File: config.mk
export PLATFORM = sky130hd
export DESIGN_NAME = irqVectorUnit
export DESIGN_NICKNAME = d
export VERILOG_FILES = /design/src/rtl/irqVecPkg.sv /design/src/rtl/irqFlagStore.sv /design/src/rtl/irqVectorCtrl.sv /design/src/rtl/irqVectorUnit.sv
export SDC_FILE = /design/constraint.sdc
export NUM_CORES = 1
export LEC_CHECK = 0
export BUFFER_PORTS_ARGS = -buffer_cell sky130_fd_sc_hd__buf_2
export CAP_MARGIN = 20
export CORE_AREA = 5 5 42 44
export CTS_BUF_LIST = sky130_fd_sc_hd__clkbuf_8
export DETAILED_ROUTE_END_ITERATION = 6
export DIE_AREA = 0 0 47 49
export HOLD_SLACK_MARGIN = 0.15
export PLACE_DENSITY = 0.71
export RECOVER_POWER = 100
export SLEW_MARGIN = 5
export SYNTH_ARGS = -nofsm -noshare
export SYNTH_HDL_FRONTEND = slang
export SYNTH_SLANG_ARGS = --single-unit
File: constraint.sdc
create_clock -name clk -period 1.4 [get_ports clk]
set_input_delay 0 -clock clk [delete_from_list [all_inputs] [get_ports clk]]
set_output_delay 0 -clock clk [all_outputs]
set_load 0.05 [all_outputs]
File: src/rtl/irqVecPkg.sv
package irqVecPkg;
  localparam int unsigned VEC_W = 8;
  localparam int unsigned IDX_W = 3;

  // Strobes from the control to the flag store
  typedef struct packed {
    logic             ackValid;
    logic [IDX_W-1:0] ackIdx;
    logic             ch0Ack;
  } ackStrobes_t;
endpackage

File: src/rtl/irqFlagStore.sv
module irqFlagStore
  import irqVecPkg::*;
#(
  parameter int unsigned NUM_SRC = 5
) (
  input  logic               clk,
  input  logic               rstN,
  input  logic [NUM_SRC-1:0] setStb,
  input  logic               ch0SetStb,
  input  ackStrobes_t        strobes,
  output logic [NUM_SRC-1:0] flagsQ,
  output logic               ch0FlagQ
);
  for (genvar i = 0; i < NUM_SRC; i++) begin : g_flag
    logic clrHit;
    assign clrHit = strobes.ackValid && (strobes.ackIdx == IDX_W'(i));
    always_ff @(posedge clk) begin
      if (!rstN) flagsQ[i] <= 1'b0;
      else       flagsQ[i] <= setStb[i] | (flagsQ[i] & ~clrHit);
    end
  end

  always_ff @(posedge clk) begin
    if (!rstN) ch0FlagQ <= 1'b0;
    else       ch0FlagQ <= ch0SetStb | (ch0FlagQ & ~strobes.ch0Ack);
  end
endmodule

File: src/rtl/irqVectorCtrl.sv
module irqVectorCtrl
  import irqVecPkg::*;
#(
  parameter int unsigned NUM_CH   = 4,
  parameter int unsigned OVF_CODE = 14
) (
  input  logic [NUM_CH:0]    flagsQ,
  input  logic [NUM_CH:0]    srcEn,
  input  logic               vecRdStb,
  input  logic               ch0AckStb,
  output logic [VEC_W-1:0]   vecOut,
  output ackStrobes_t        strobes
);
  localparam int unsigned NUM_SRC = NUM_CH + 1;

  logic [NUM_SRC-1:0] visible;
  logic               anyHit;
  logic [IDX_W-1:0]   winIdx;

  assign visible = flagsQ & srcEn;

  // Lowest index wins: scan from the bottom of the priority list upward
  always_comb begin
    anyHit = 1'b0;
    winIdx = '0;
    for (int i = NUM_SRC - 1; i >= 0; i--) begin
      if (visible[i]) begin
        anyHit = 1'b1;
        winIdx = IDX_W'(i);
      end
    end
  end

  always_comb begin
    if (!anyHit)                     vecOut = '0;
    else if (winIdx == IDX_W'(NUM_CH)) vecOut = VEC_W'(OVF_CODE);
    else                             vecOut = VEC_W'((32'(winIdx) + 1) * 2);
  end

  always_comb begin
    strobes.ackValid = vecRdStb && anyHit;
    strobes.ackIdx   = winIdx;
    strobes.ch0Ack   = ch0AckStb;
  end
endmodule

File: src/rtl/irqVectorUnit.sv
module irqVectorUnit
  import irqVecPkg::*;
#(
  parameter int unsigned NUM_CH   = 4,
  parameter int unsigned OVF_CODE = 14
) (
  input  logic              clk,
  input  logic              rstN,
  input  logic [NUM_CH-1:0] chanSetStb,
  input  logic              ovfSetStb,
  input  logic [NUM_CH-1:0] chanEn,
  input  logic              ovfEn,
  input  logic              vecRdStb,
  input  logic              ch0SetStb,
  input  logic              ch0AckStb,
  input  logic              ch0En,
  output logic [7:0]        vecOut,
  output logic              irqShared,
  output logic              irqCh0
);
  localparam int unsigned NUM_SRC = NUM_CH + 1;

  logic [NUM_SRC-1:0] flagsQ;
  logic               ch0FlagQ;
  ackStrobes_t        strobes;
  logic [VEC_W-1:0]   vecCode;

  irqFlagStore #(.NUM_SRC(NUM_SRC)) u_store (
    .clk       (clk),
    .rstN      (rstN),
    .setStb    ({ovfSetStb, chanSetStb}),
    .ch0SetStb (ch0SetStb),
    .strobes   (strobes),
    .flagsQ    (flagsQ),
    .ch0FlagQ  (ch0FlagQ)
  );

  irqVectorCtrl #(.NUM_CH(NUM_CH), .OVF_CODE(OVF_CODE)) u_ctrl (
    .flagsQ    (flagsQ),
    .srcEn     ({ovfEn, chanEn}),
    .vecRdStb  (vecRdStb),
    .ch0AckStb (ch0AckStb),
    .vecOut    (vecCode),
    .strobes   (strobes)
  );

  assign vecOut    = vecCode;
  assign irqShared = |vecCode;
  assign irqCh0    = ch0FlagQ & ch0En;
endmodule

==> flow_metrics.tcl, run 1 <==
set metrics [dict create \
    relSlewSlack_pct 60.3 \
    fin_area_um2 890 \
    min_from "vecRdStb" \
    hold_depth 4 \
    holdPathEnd "u_store.flagsQ[1]$_SDFF_PN0_" \
    grt_pass1_vias 535 \
    synth.area.top_cells "dfxtp_1, ha_1, buf_4" \
    p_leak_uw 0.000394 \
    tightest_slew_ps 598 \
    drive_above_1_share_pct 50.0 \
    drtIter0Drc 5 \
    chipHeight_um 49 \
    rr_endpoint "u_store.flagsQ[4]$_SDFF_PN0_" \
    regArea_um2 123 \
    first_pass_iters 4 \
    ys_warn_count 0 \
    worst_path_largest_cell_delay_ps 350 \
    tns_ps -1320 \
    core_um2 1400 \
    synth-async-reset-ratio_pct 0 \
    clk_path_buf_depth 2 \
    start_util_pct 33.3 \
    slew_violations 0 \
    die_w_um 47 \
    path_common_cell "ha_4" \
    timing.rr.start "u_store.flagsQ[2]$_SDFF_PN0_" \
    postRouteAntennaNets 0 \
    syn_avg_cell_area_um2 8.33 \
    synth_most_common_cell "nand2_1" \
    pwr_density_cell_nw_per_um2 956 \
    r2r_cells 7 \
    gp_congestion 0.732 \
    placed_area_um2 728 \
    wl_per_cell_um 12.7 \
    grt_pass1_wl_mm 2.27 \
    dp.cells 103 \
    root_buffer "clkbuf_8" \
    period_minus_slack_ps 1800 \
    dp_hpwl_mm 1.05 \
    violations "negative setup slack" \
    synth-edff-count 0 \
    p_total_uw 850 \
    fin_ws_ps -402 \
    ctsHtreeMaxLevel 1 \
    grt_start_max_net_pins 7 \
    crit_path_max_fanout 4 \
    insertion_delay_ps 230 \
    worstSetupPathType "reg2out" \
    synth_ff_type "dfxtp_1" \
    synthCells 56 \
    critPathArrivalTime_ps 1800 \
    fillers 122 \
    grt_use_total_pct 14.5 \
    ys_seq_area_share_pct 25.7 \
    reg2reg_slack_ps -150 \
    tritoncts "yes" \
    hold_class "in2reg" \
    boundaryPins 26 \
    portBuffers 20 \
    yosys.area.top_type "dfxtp_1" \
    finalSetupViolCount 5 \
    numCtsBuffers 3 \
    finalCritPeriodShare_pct 129 \
    multi_input_area_um2 404 \
    num_antenna_cells 0 \
    rsz0062_at_grt "true" \
    peakVddDrop_mv 0.449 \
    overflow 0 \
    cts.sinks 6 \
    drt_wl_total_mm 1.45 \
    end_kind "output port" \
    num_rows 14 \
    syn_to_final_growth_pct 90.6 \
    path_cells "nand2_1, a32o_2, and2_4, ha_4, ha_4, a41oi_4, buf_6" \
    synth-seq-cells 6 \
    clk_pin_slew_ps 30 \
    synth_common_cells "nand2_1, a21oi_1, dfxtp_1, buf_4, ha_1" \
    drc 0 \
    finalNetCount 121 \
    cpMaxStageDelayCell "dfxtp_2" \
    die-area_um2 2300 \
    synth_cell_types 23 \
    antenna_found_initial 0 \
    outcome "complete, but fails checks" \
    start_kind "flip-flop" \
    finalNonFillerCells 114 \
    synth_top_area_share_pct 25.7 \
    clock_skew_ps 6.07 \
    fmax_ghz 0.555 \
    critPathRequiredTime_ps 1400 \
    fin_hold_ws_ps 151 \
    finalHoldViolCount 0 \
    vias_per_cell 4.82 \
    mappedNetlistArea_um2 467 \
    drv_cap 0 \
    num_vias 549 \
]
## metal layers
metal  vias up  wire length (um)  GRT usage [%]
met4         0                36           12.4
met1       250               532           15.3
met5         -                 0              0
li1        278                 -              -
met2        18               800           23.1
met3         3                80           2.58
## power by group
| group | internal (uW) | switching [uW] |
|---|---|---|
| sequential | 186 | 10.6 |
| combinational | 167 | 218 |
| clock | 185 | 82.7 |
| total | 539 | 312 |
## state kept, by name (all words and copies together), names as in the netlist
signal	count
u_store.flagsQ	5
u_store.ch0FlagQ	1
## worst max-delay path by stage
stage / end / depth (start not counted) / slack (ps) / startpoint
3_3_place_gp: irqShared / 7 / -200 / u_store.flagsQ[2]$_SDFF_PN0_
3_5_place_dp: irqShared / 7 / -240 / u_store.flagsQ[2]$_SDFF_PN0_
5_1_grt: irqShared / 7 / -490 / u_store.flagsQ[2]$_SDFF_PN0_
6_report: irqShared / 7 / -400 / u_store.flagsQ[2]$_SDFF_PN0_
2_1_floorplan: irqShared / 6 / -160 / u_store.flagsQ[2]$_SDFF_PN0_
4_1_cts: irqShared / 7 / -410 / u_store.flagsQ[2]$_SDFF_PN0_
## logic make-up after synthesis
logic type / Yosys count / share of synthesized area [%]
buffers and inverters: 6 / 8.85
adders and majority gates: 5 / 13.4
DFF: 6 / 25.7
other: 1 / 0.804
and+or+nand+nor: 20 / 23.1
AOI/OAI and AO/OA: 18 / 28.2
## critical path: cells and delay by family, from the launching register on
| family | cells | cell delay [ps] |
|---|---|---|
| AOI/OAI and AO/OA | 2 | 430 |
| and+or+nand+nor | 2 | 230 |
| DFF | 1 | 350 |
| adders and majority gates | 2 | 390 |
| buffers and inverters | 1 | 180 |
## layout make-up
class                   instances  area share [%]
clock buffers                   3            4.64
flip-flops and latches          6            13.8
inverters                       1           0.422
multi-input cells              48            45.4
repair buffers                 40            33.5
well taps                      16            2.25
## per-stage QoR
step / setup slack (ps) / util [%]
after global routing: -486 / 63.5
after global placement: -197 / 52.0
after floorplan: -162 / -
after detailed placement: -244 / 52.0
after CTS: -405 / 62.7
final: -402 / 63.5
## cells in the final DEF (no fill, tap or decap), types with 2 or more instances in the layout
cell type,count
a21oi_1,3
a21oi_4,2
a22o_1,2
and2_1,2
buf_2,15
buf_4,11
buf_6,5
clkbuf_8,3
conb_1,5
dfxtp_1,4
dfxtp_2,2
dlygate4sd3_1,8
ha_1,2
ha_4,2
nand2_1,7
nor2_1,3
o21ai_0,3
o221a_1,2
## repair_timing
action                                  CTS  global route
endpoints found under the setup margin    6             8
pin swaps                                 2             1
hold buffers                              8             0
hold endpoints to repair                  6             0
resized for setup                        10             4
buffers inserted                          0             0
No activity file was read; power rests on OpenSTA's default activity.
==> inputs of run 2 (changes only) <==
GPL_ROUTABILITY_DRIVEN = 1   (was not set)
clock period = 1.5 ns   (was 1.4 ns; I/O delays follow)
==> run 2 against run 1 <==
Against the previous run: the flow still finishes with violations (negative setup slack); critical path depth unchanged; highest routed layer unchanged; largest power group unchanged; cell area down 0.42%; worst hold slack better by 23 ps; critical endpoint unchanged.
==> flow_metrics.tcl, run 2 (same netlist as run 1, synthesis figures left out) <==
set metrics [dict create \
    dp_worst_setup_slack_ps -150 \
    regArea_um2 123 \
    grt_use_total_pct 15.8 \
    num_antenna_cells 0 \
    boundaryPins 26 \
    die_w_um 47 \
    overflow 0 \
    met1_length_um 594 \
    numCtsBuffers 3 \
    portBuffers 20 \
    critPathArrivalTime_ps 1770 \
    finalNetCount 119 \
    grt_pass1_vias 614 \
    violations "negative setup slack" \
    relSlewSlack_pct 60.7 \
    postRouteAntennaNets 0 \
    critPathRequiredTime_ps 1500 \
    drc 0 \
    worstSetupPathType "reg2out" \
    first_pass_iters 5 \
    num_vias 572 \
    finalSetupViolCount 4 \
    tritoncts "yes" \
    slew_violations 0 \
    fmax_ghz 0.566 \
    layout_common_cells "buf_2, dlygate4sd3_1, buf_4" \
    grt_start_max_net_pins 7 \
    num_rows 14 \
    hold_depth 4 \
    tightest_slew_ps 591 \
    reg2reg_slack_ps -10 \
    insertion_delay_ps 230 \
    clk_pin_slew_ps 40 \
    holdPathEnd "u_store.flagsQ[0]$_SDFF_PN0_" \
    syn_to_final_growth_pct 89.8 \
    p_leak_uw 0.000385 \
    chipHeight_um 49 \
    rsz0062_at_grt "true" \
    antenna_found_initial 0 \
    vias_per_cell 5.11 \
    drv_cap 0 \
    worst_path_largest_cell_delay_ps 320 \
    regMostFlops "u_store.flagsQ" \
    fillers 113 \
    wl_met2_um 840 \
    min_from "vecRdStb" \
    outcome "complete, but fails checks" \
    fin_hold_ws_ps 174 \
    final_common_cell "buf_2" \
    drive_above_1_share_pct 49.0 \
    drtIter0Drc 17 \
    grt_pass1_wl_mm 2.59 \
    start_kind "flip-flop" \
    finalCritPeriodShare_pct 118 \
    cpMaxStageDelayCell "dfxtp_2" \
    wl_per_cell_um 14.3 \
    dp_hpwl_mm 1.06 \
    ctsHtreeMaxLevel 1 \
    drt_wl_total_mm 1.60 \
    finalHoldViolCount 0 \
    path_cells "nand2_1, a32o_2, and2_4, ha_4, ha_4, a41oi_4, buf_6" \
    die-area_um2 2300 \
    start_util_pct 33.3 \
    peakVddDrop_mv 0.533 \
    multi_input_area_um2 418 \
    cts.sinks 6 \
    end_kind "output port" \
    top_layer_used "met4" \
    timing.rr.start "u_store.flagsQ[2]$_SDFF_PN0_" \
    period_minus_slack_ps 1770 \
    fin_ws_ps -267 \
    met3_wirelength_um 96 \
    clock_skew_ps 2.70 \
    largest_register_ffs 5 \
    core_um2 1400 \
    pwr_density_cell_nw_per_um2 894 \
    rr_endpoint "u_store.flagsQ[4]$_SDFF_PN0_" \
    crit_path_max_fanout 3 \
    r2r_cells 7 \
    clk_path_buf_depth 2 \
    hold_class "in2reg" \
    root_buffer "clkbuf_8" \
    top_regs "u_store.flagsQ x5, u_store.ch0FlagQ x1" \
    path_common_cell "ha_4" \
    gp_congestion 0.821 \
]
==> run 2: area by class of cell <==
cell class                 instances  share of cell area [%]
multi-input combinational         48                    47.2
timing repair buffer              38                    31.6
sequential                         6                    13.8
clock buffer                       3                    4.66
tap                               16                    2.26
inverter                           1                   0.424
==> run 2: repair_timing <==
action                     4_1_cts  5_1_grt
resized for setup               14        4
gates cloned                     0        0
pin swaps                        4        3
setup endpoints to repair        6        7
hold endpoints to repair         6        0
hold buffers                     8        0
setup buffers                    2        0
==> run 2: how the worst max path moves through the flow <==
| stage | to | cells past startpoint | slack (ps) | startpoint |
|---|---|---|---|---|
| floorplan | irqShared | 6 | -80 | u_store.flagsQ[2]$_SDFF_PN0_ |
| global placement | irqShared | 7 | -110 | u_store.flagsQ[2]$_SDFF_PN0_ |
| detailed placement | irqShared | 7 | -150 | u_store.flagsQ[2]$_SDFF_PN0_ |
| CTS | irqShared | 7 | -270 | u_store.flagsQ[2]$_SDFF_PN0_ |
| global route | irqShared | 7 | -340 | u_store.flagsQ[2]$_SDFF_PN0_ |
| finish | irqShared | 7 | -270 | u_store.flagsQ[2]$_SDFF_PN0_ |
==> run 2: critical path, delay by kind of cell (launching register included) <==
family | cells | cell delay [ps]
adder cells (fa/ha/maj) | 2 | 410
buffers and inverters | 1 | 180
flip-flops | 1 | 320
AND/OR/NAND/NOR | 2 | 210
AO/OA/AOI/OAI | 2 | 410
==> run 2: per-stage QoR <==
stage	setup TNS [ps]	cells	cell area, um2	power (uW)	utilization (%)
floorplan	-187	60	543	402	-
global placement	-282	99	686	476	48.9
detailed placement	-379	99	686	480	48.9
CTS	-670	112	877	786	62.6
global route	-1160	112	886	828	63.2
finish	-719	112	886	792	63.2
==> run 2: per-layer routing <==
metal	track usage, %	vias to the layer above
met5	0	-
met4	11.5	0
met3	2.95	8
met2	26.2	27
met1	16.4	262
li1	-	275
==> run 2: where the power goes <==
| part | internal (uW) | switching (uW) | total, uW |
|---|---|---|---|
| Clock | 173 | 76.6 | 250 |
| Sequential | 174 | 9.37 | 183 |
| Combinational | 150 | 209 | 359 |
